--- src/rtl/svm_pkg.sv ---
package svm_pkg;
  localparam int WORD_W      = 10;
  localparam int TRS_PRE_LEN = 3;
  localparam int XYZ_H_BIT   = 6;

  typedef enum logic [1:0] {
    TRS_NONE = 2'd0,
    TRS_EAV  = 2'd1,
    TRS_SAV  = 2'd2
  } trs_kind_e;
endpackage

--- src/rtl/svm_trs_detect.sv ---
module svm_trs_detect
  import svm_pkg::*;
#(
  parameter int WORD_W  = svm_pkg::WORD_W,
  parameter int PRE_LEN = svm_pkg::TRS_PRE_LEN,
  parameter int H_BIT   = svm_pkg::XYZ_H_BIT
) (
  input  logic              clk_i,
  input  logic              rst_ni,
  input  logic [WORD_W-1:0] data_i,
  output trs_kind_e         kind_o
);
  // hist_q[0] is the newest past word, hist_q[PRE_LEN-1] the oldest
  logic [WORD_W-1:0] hist_q [PRE_LEN];
  logic [PRE_LEN-1:0] stage_ok;

  always_ff @(posedge clk_i or negedge rst_ni) begin
    if (!rst_ni) begin
      for (int k = 0; k < PRE_LEN; k++) hist_q[k] <= '0;
    end else begin
      hist_q[0] <= data_i;
      for (int k = 1; k < PRE_LEN; k++) hist_q[k] <= hist_q[k-1];
    end
  end

  generate
    for (genvar k = 0; k < PRE_LEN; k++) begin : g_stage
      if (k == PRE_LEN - 1) begin : g_ones
        assign stage_ok[k] = (hist_q[k] == '1);
      end else begin : g_zero
        assign stage_ok[k] = (hist_q[k] == '0);
      end
    end
  endgenerate

  always_comb begin
    kind_o = TRS_NONE;
    if (&stage_ok) kind_o = data_i[H_BIT] ? TRS_EAV : TRS_SAV;
  end
endmodule

--- src/rtl/svm_line_pos.sv ---
module svm_line_pos
  import svm_pkg::*;
#(
  parameter int LINE_LEN = 64,
  parameter int SAV_POS  = 20,
  localparam int PW      = $clog2(LINE_LEN)
) (
  input  logic      clk_i,
  input  logic      rst_ni,
  input  trs_kind_e kind_i,
  input  logic      frame_en_i,
  output logic      in_place_o,
  output logic      locked_o
);
  localparam logic [PW-1:0] LAST     = PW'(LINE_LEN - 1);
  localparam logic [PW-1:0] SAV_AT   = PW'(SAV_POS);
  localparam logic [PW-1:0] EAV_NEXT = PW'((LINE_LEN > 1) ? 1 : 0);
  localparam logic [PW-1:0] SAV_NEXT = PW'((SAV_POS + 1 >= LINE_LEN) ? 0 : SAV_POS + 1);

  logic [PW-1:0] pos_q, pos_d;
  logic          lock_q, lock_d;
  logic          eav_missing;

  assign in_place_o = lock_q &&
                      ((kind_i == TRS_EAV && pos_q == '0) ||
                       (kind_i == TRS_SAV && pos_q == SAV_AT));
  assign eav_missing = lock_q && (pos_q == '0) && (kind_i != TRS_EAV);
  assign locked_o = lock_q;

  always_comb begin
    pos_d  = (pos_q == LAST) ? '0 : pos_q + 1'b1;
    lock_d = lock_q;
    if (kind_i != TRS_NONE && frame_en_i) begin
      pos_d  = (kind_i == TRS_EAV) ? EAV_NEXT : SAV_NEXT;
      lock_d = 1'b1;
    end else if (eav_missing) begin
      lock_d = 1'b0;
    end
  end

  always_ff @(posedge clk_i or negedge rst_ni) begin
    if (!rst_ni) begin
      pos_q  <= '0;
      lock_q <= 1'b0;
    end else begin
      pos_q  <= pos_d;
      lock_q <= lock_d;
    end
  end
endmodule

--- src/rtl/svm_nsp_hold.sv ---
module svm_nsp_hold #(
  parameter int LINE_LEN = 64,
  localparam int TW      = $clog2(LINE_LEN)
) (
  input  logic clk_i,
  input  logic rst_ni,
  input  logic trig_i,
  input  logic eav_i,
  output logic nsp_o
);
  localparam logic [TW-1:0] RELOAD = TW'(LINE_LEN - 1);

  logic [TW-1:0] tmr_q;
  logic          nsp_q;

  always_ff @(posedge clk_i or negedge rst_ni) begin
    if (!rst_ni) begin
      nsp_q <= 1'b0;
      tmr_q <= '0;
    end else if (trig_i) begin
      nsp_q <= 1'b1;
      tmr_q <= RELOAD;
    end else begin
      if (nsp_q && tmr_q == '0 && eav_i) nsp_q <= 1'b0;
      if (tmr_q != '0) tmr_q <= tmr_q - 1'b1;
    end
  end

  assign nsp_o = nsp_q;
endmodule

--- src/rtl/svm_sync_monitor.sv ---
module svm_sync_monitor
  import svm_pkg::*;
#(
  parameter int WORD_W   = svm_pkg::WORD_W,
  parameter int LINE_LEN = 64,
  parameter int SAV_POS  = 20
) (
  input  logic              clk_i,
  input  logic              rst_ni,
  input  logic [WORD_W-1:0] data_i,
  input  logic              frame_en_i,
  output logic [WORD_W-1:0] data_o,
  output logic              eav_o,
  output logic              sav_o,
  output logic              nsp_o
);
  trs_kind_e trs_kind;
  logic      in_place;
  logic      locked;
  logic      trs_hit, trs_eav, nsp_trig;

  svm_trs_detect #(.WORD_W(WORD_W)) u_det (
    .clk_i  (clk_i),
    .rst_ni (rst_ni),
    .data_i (data_i),
    .kind_o (trs_kind)
  );

  svm_line_pos #(.LINE_LEN(LINE_LEN), .SAV_POS(SAV_POS)) u_pos (
    .clk_i      (clk_i),
    .rst_ni     (rst_ni),
    .kind_i     (trs_kind),
    .frame_en_i (frame_en_i),
    .in_place_o (in_place),
    .locked_o   (locked)
  );

  assign trs_hit  = (trs_kind != TRS_NONE);
  assign trs_eav  = (trs_kind == TRS_EAV);
  assign nsp_trig = trs_hit && !in_place;

  svm_nsp_hold #(.LINE_LEN(LINE_LEN)) u_hold (
    .clk_i  (clk_i),
    .rst_ni (rst_ni),
    .trig_i (nsp_trig),
    .eav_i  (trs_eav),
    .nsp_o  (nsp_o)
  );

  always_ff @(posedge clk_i or negedge rst_ni) begin
    if (!rst_ni) begin
      data_o <= '0;
      eav_o  <= 1'b0;
      sav_o  <= 1'b0;
    end else begin
      data_o <= data_i;
      eav_o  <= trs_eav;
      sav_o  <= trs_hit && !trs_eav;
    end
  end
endmodule

--- config.mk ---
export PLATFORM = sky130hd
export DESIGN_NAME = svm_sync_monitor
export DESIGN_NICKNAME = d
export VERILOG_FILES = /design/src/rtl/svm_pkg.sv /design/src/rtl/svm_trs_detect.sv /design/src/rtl/svm_line_pos.sv /design/src/rtl/svm_nsp_hold.sv /design/src/rtl/svm_sync_monitor.sv
export SDC_FILE = /design/constraint.sdc
export NUM_CORES = 1
export LEC_CHECK = 0
export BUFFER_PORTS_ARGS = -buffer_cell sky130_fd_sc_hd__buf_2
export CAP_MARGIN = 15
export CORE_UTILIZATION = 51
export CTS_CLUSTER_SIZE = 30
export DETAILED_ROUTE_END_ITERATION = 6
export PLACE_DENSITY = 0.75
export SYNTH_ARGS = -nofsm -noshare
export SYNTH_HDL_FRONTEND = slang
export SYNTH_HIERARCHICAL = 1
export SYNTH_SLANG_ARGS = --single-unit
--- constraint.sdc ---
create_clock -name clk_i -period 2.7 [get_ports clk_i]
set_input_delay 0.27 -clock clk_i [delete_from_list [all_inputs] [get_ports clk_i]]
set_output_delay 0.27 -clock clk_i [all_outputs]
set_load 0.01 [all_outputs]
---- Yosys cells after proc, flatten, opt, wreduce, memory -nomap -nowiden ----
Cells that the tools add are included.
storage, ports and cells
  register bits after elaboration ......... 46
  bits in latches ......................... 0
  RAM bits ................................ 0
  ROM bits ................................ 0
  input bits .............................. 13
  output and inout port bits .............. 13
  word-level logic and storage cells ...... 51
  memories ................................ 0
cells by class
  add/subtract/negate cells ............... 2
  multipliers ............................. 0
  divide/modulo/power cells ............... 0
  order comparisons ....................... 0
  equal/unequal tests ..................... 6
  shift-type cells ........................ 0
  muxes and demuxes ....................... 11
  bitwise gates (word level) .............. 0
  reductions and logical operators ........ 23
operators with widths
  cell                                                   count
  2-to-1 mux 6 bit                                       4
  zero test 10 bit                                       2
  zero test 6 bit                                        2
  equality test 10 bit, second input constant            1
  logical AND 1 bit                                      10
  nonzero test 2 bit                                     4
  adder 6 x 1 -> 6 bit, second input constant            1
  equality test 6 x 5 -> 1 bit, second input constant    1
  equality test 6 bit, second input constant             1
  nonzero test 6 bit                                     1
  subtractor 6 x 1 -> 6 bit, second input constant       1
  2-to-1 mux 5 bit                                       1
  2-to-1 mux 1 bit                                       4
  2-to-1 mux 2 bit                                       2
  AND reduction 3 bit                                    1
  equality test 2 x 1 -> 1 bit, second input constant    1
  equality test 2 bit, second input constant             1
  zero test 1 bit                                        2
  inequality test 2 x 1 -> 1 bit, second input constant  1
  logical OR 1 bit                                       1

---- Depth between registers and ports, before layout ----
  depth after elaboration ................. 10
  depth in mapped cells ................... 10
  depth with buffers taken out ............ 9

---- Hierarchy ----
The synthesis kept the hierarchy.
modules (own cells, without submodules)
  module            instances  cells an instance  area each (sq um)  sequential area each (sq um)
  svm_trs_detect    1          44                 853.3              750.7
  svm_line_pos      1          43                 402.9              175.2
  svm_nsp_hold      1          37                 387.9              175.2
  svm_sync_monitor  1          15                 320.3              300.3

---- Least setup slack after synthesis ----
OpenSTA, ideal clock, no wires.
  path type ............................... reg2reg
  start ................................... register u_det/hist_q[27] (netlist name)
  end ..................................... register u_hold.nsp_q, in the netlist u_hold/nsp_o
  setup time .............................. 0.082 ns
  arrival time ............................ 2.553 ns
  data required time ...................... 2.618 ns
  slack ................................... 0.065 ns
  cell stages (with the launch flop) ...... 11
  path buffers ............................ 1
  period minus slack after synthesis ...... 2.635 ns
  cells stage by stage .................... dfrtp_1 > or4_4 > or4_1 > nor3_2 > nand2b_1 > o31ai_1 > and3_1 > o21ba_1 > buf_1 > inv_1 > a31oi_1
on the way
  word-level cells in the longest chain between the ends .. 10
  elaborated cells on any way between the ends .. 15
  classes of those cells .................. eq/ne (2); mux (2); reduce/logical (11)
RTL lines
  item                                                                        line                                    text
  from (decl)                                                                 svm_trs_detect.sv:14                    logic [WORD_W-1:0] hist_q [PRE_LEN];
  zero test 10 bit *                                                          svm_trs_detect.sv:31                    assign stage_ok[k] = (hist_q[k] == '0);
  AND reduction 3 bit *                                                       svm_trs_detect.sv:38                    if (&stage_ok) kind_o = data_i[H_BIT] ? TRS_EAV : TRS_SAV;
  2-to-1 mux 2 bit *                                                          svm_trs_detect.sv:38
  named net trs_kind[1]                                                       svm_sync_monitor.sv:17                  trs_kind_e trs_kind;
  equality test 2 x 1 -> 1 bit / equality test 2 bit (equally long branches)  svm_line_pos.sv:25, svm_line_pos.sv:26
  logical AND 1 bit, on equally long branches                                 svm_line_pos.sv:25, svm_line_pos.sv:26
  logical OR 1 bit *                                                          svm_line_pos.sv:25                      ((kind_i == TRS_EAV && pos_q == '0) ||
  logical AND 1 bit *                                                         svm_line_pos.sv:24                      assign in_place_o = lock_q &&
  named net in_place                                                          svm_sync_monitor.sv:18                  logic in_place;
  zero test 1 bit *                                                           svm_sync_monitor.sv:40                  assign nsp_trig = trs_hit && !in_place;
  logical AND 1 bit *                                                         svm_sync_monitor.sv:40
  named net nsp_trig                                                          svm_sync_monitor.sv:20                  logic trs_hit, trs_eav, nsp_trig;
  2-to-1 mux 1 bit / nonzero test 2 bit (equally long branches)               -
  to (signal assigned)                                                        svm_nsp_hold.sv:18                      nsp_q <= 1'b0;
  to (signal assigned)                                                        svm_nsp_hold.sv:21                      nsp_q <= 1'b1;
  to (signal assigned)                                                        svm_nsp_hold.sv:24                      if (nsp_q && tmr_q == '0 && eav_i) nsp_q <= 1'b0;
  to (decl)                                                                   svm_nsp_hold.sv:14                      logic nsp_q;
Mark *: on every way through the listed nets, which the timed path passes. The rest lies on a longest branch.
A chain may end at the register's enable or synchronous reset.

---- Worst setup path after layout ----
  start ................................... register u_det/hist_q[27] (netlist name)
  end ..................................... register u_hold.tmr_q[0]
on the way
  word-level cells in the longest chain between the ends .. 10
  elaborated cells on any way between the ends .. 14
  classes of those cells .................. eq/ne (2); mux (2); reduce/logical (10)
RTL lines
  item                                                                        line                                    text
  zero test 10 bit *                                                          svm_trs_detect.sv:31
  AND reduction 3 bit *                                                       svm_trs_detect.sv:38
  2-to-1 mux 2 bit *                                                          svm_trs_detect.sv:38
  named net trs_kind[1]                                                       svm_sync_monitor.sv:17
  equality test 2 x 1 -> 1 bit / equality test 2 bit (equally long branches)  svm_line_pos.sv:25, svm_line_pos.sv:26
  logical AND 1 bit, on equally long branches                                 svm_line_pos.sv:25, svm_line_pos.sv:26
  logical OR 1 bit *                                                          svm_line_pos.sv:25
  logical AND 1 bit *                                                         svm_line_pos.sv:24
  named net in_place                                                          svm_sync_monitor.sv:18
  zero test 1 bit *                                                           svm_sync_monitor.sv:40
  logical AND 1 bit *                                                         svm_sync_monitor.sv:40
  named net nsp_trig                                                          svm_sync_monitor.sv:20
  2-to-1 mux 6 bit / nonzero test 2 bit (equally long branches)               -
  to (signal assigned)                                                        svm_nsp_hold.sv:25                      if (tmr_q != '0) tmr_q <= tmr_q - 1'b1;
  to (decl)                                                                   svm_nsp_hold.sv:13                      logic [TW-1:0] tmr_q;
Marks and branches as above.

==> qor.txt <==
run status = finished clean
TritonCTS Buffers = 5
synthesis-stage register bit count = 56
remaining antenna violation count after routing = 0
die area = 4100 um^2
fraction of registers with async set or reset after synthesis = 1.00
most common cell in the netlist = dfrtp_1
post-layout net count = 188
highest clock rate = 402 MHz
element type at the critical path start = register
net count after synthesis = 156
vias per cell = 5.21
number of clock sinks = 56
transition time at the pin with the least slew margin = 0.655 ns
chip height = 64.1 um
ratio of total power to cell area = 798 nW/um^2
LEAKAGE = 0.00103 uW
RSZ-0062 raised after global routing = false
maximum count of clock buffers along a single path = 2
cell at the root of the clock tree = clkbuf_8
hold depth = 1
leading cell types by count after synthesis = 56 x dfrtp_1, 10 x nor2_1, 8 x inv_1
synthesized instance count = 139
top cells by area, synth = dfrtp_1 71%, ha_1 2.5%, nor2_1 1.9%
cell at the slowest stage of the critical path = or4_4
biggest fanout along the worst timing path = 9
antenna violations before repair = 0
top_reg_cell synth = dfrtp_1
Fin Clk Skew = 0.00785 ns
instance count on the critical path = 9
fraction of layout cells with a size suffix above 1 = 0.256
Synth cell types = 41
detailed-route wire length = 2.97 mm
GRT Resource Usage Total = 0.173
multi-input gate area in the final layout = 527 um^2
number of placement rows = 22
area of the core region = 3690 um^2
via count of the first global-routing pass = 1,148
count of endpoints failing hold in the final timing report = 0
initial cell density of the core = 0.533
num ports = 26
Cell Area, Synth = 1960 um^2
maximum vdd ir drop = 0.000585 V
global-route congestion overflow total = 0
TritonCTS clock tree = built
# setup viols final = 0
Filler cells = 303
Residual DRC = 0
top cell type's share of synthesized area = 0.713
Hold WC Path Type = primary input to register
max-cap viol count = 0
register area share after synthesis = 0.713
fin crit share = 0.922
delay contributed by the slowest stage of the critical path = 0.54 ns
Worst EP arrival = 2.73 ns
EDFF count, synth = 0
routed via count = 1,146
post-synthesis cell type with the largest combined area = dfrtp_1
Synthesis Warnings = 6
Worst path top cell family by delay = simple AND/OR/NAND/NOR gates
ANT cells = 0
max-slew violation count = 0
overall power = 1810 uW
die extent in x = 64.1 um
worst endpoint required time = 2.94 ns
number of buffers and inverters on the critical path = 0
Post-CTS Repair Setup Buffers = 0
first-pass GRT wire length = 5.21 mm
synthesized area per cell = 14.1 um^2
GP Congestion = 0.797
max_slew headroom = 0.564
maximum number of pins on one net before global-route repair = 57
Iteration-0 DRC Markers = 36
wire length per cell after detailed routing = 13.5 um
Final Critical Period = 2.49 ns
crit path capture type = register
DP Wirelength = 2.05 mm
summed negative setup slack over all endpoints = 0 ns
sequence of cells on the critical path = or4_4 -> or4_1 -> nor3_2 -> nand2b_1 -> o31ai_1 -> and3_1 -> o21ba_4 -> nor2_1 -> mux2i_1
CTS H-Tree Depth = 2
start-to-end type of the worst setup path = register to register
drt pass-1 iters = 4
Sequential cell area = 1400 um^2
Port Buffer Count = 25
area growth from synthesis to layout = 15.2%
clock-pin transition on the worst setup and hold timing paths = 0.10 ns
Worst-Skew Late Latency = 0.31 ns
r2r worst-path depth = 9
## sequential cells by signal, summed over array words and instances, names as in the netlist
name            cells
u_hold/nsp_o        1
u_pos/pos_q         6
u_hold/tmr_q        6
sav_o               1
data_o             10
u_det/hist_q       30
eav_o               1
u_pos/locked_o      1
## per-stage QoR
step	instance area [um^2]	util	hold slack [ns]	std cells	setup WS, ns
after floorplan	1960	-	-0.0256	139	0.0648
after global placement	2150	0.584	0.356	212	0.181
after detailed placement	2150	0.584	0.364	212	0.0752
after CTS	2250	0.610	0.0522	220	0.0430
after global routing	2260	0.614	0.0528	220	0.0199
final	2260	0.614	0.0644	220	0.211
## final timing paths
path | slack, ns | end | start
setup / recovery | 0.21 | u_hold/tmr_q[0] | u_det/hist_q[27]
hold / removal | 0.06 | data_o[5] | data_i[5]
setup reg to reg | 0.21 | u_hold/tmr_q[0] | u_det/hist_q[27]
hold reg to reg | 0.39 | u_det/hist_q[16] | u_det/hist_q[26]
max in group asynchronous | 2.20 | u_hold/tmr_q[0] | rst_ni
min in group asynchronous | 0.07 | data_o[2] | rst_ni
## where the power goes
| part | switching, uW | leakage (uW) | internal, uW |
|---|---|---|---|
| combinational | 132 | 0.000319 | 133 |
| clock | 282 | 0.0000511 | 196 |
| sequential | 117 | 0.000662 | 946 |
| total | 532 | 0.00103 | 1280 |
## cell usage in the layout (no fill, tap or decap), types with 2 or more instances in the layout
master / instances
a21oi_1: 4
and3_1: 2
buf_2: 25
buf_4: 3
clkbuf_8: 5
dfrtp_1: 56
ha_1: 4
inv_1: 8
inv_6: 2
mux2i_1: 2
nand2_1: 5
nand3_1: 2
nor2_1: 10
nor2b_1: 3
nor3b_1: 2
nor4_1: 2
o21ai_0: 4
o31ai_1: 3
or3_1: 2
or4_1: 2
xor2_1: 3
## metal layers
metal / wire length, um / up-vias / GRT usage / share of wire
met2: 1460 / 22 / 0.271 / 0.49
met3: 106 / 7 / 0.0375 / 0.036
li1: - / 543 / - / -
met5: 0 / - / 0 / 0
met4: 70 / 0 / 0.0938 / 0.024
met1: 1330 / 574 / 0.226 / 0.45
## layout make-up
type / count / share of cell area
multi-input cells: 72 / 0.233
well taps: 48 / 0.0265
flip-flops and latches: 56 / 0.619
clock buffers: 5 / 0.0304
repair buffers: 28 / 0.0652
inverters: 8 / 0.0133
clock inverters: 3 / 0.0127
## repair_timing
action                     in CTS  in global routing
resized for setup               0                  3
hold buffers                    0                  0
setup endpoints to repair       0                  7
## cell families (layout without fill, tap and decap cells)
| logic type | after synthesis | count (layout) | synth area share |
|---|---|---|---|
| adder cells (fa/ha/maj) | 4 | 4 | 0.0255 |
| multiplexers | 2 | 2 | 0.0102 |
| buffers and inverters | 11 | 44 | 0.0248 |
| flip-flops | 56 | 56 | 0.713 |
| AND/OR/NAND/NOR | 45 | 45 | 0.151 |
| XOR/XNOR | 3 | 3 | 0.0134 |
| AO/OA/AOI/OAI | 18 | 18 | 0.0618 |
Power figures use the tool's default switching activity.
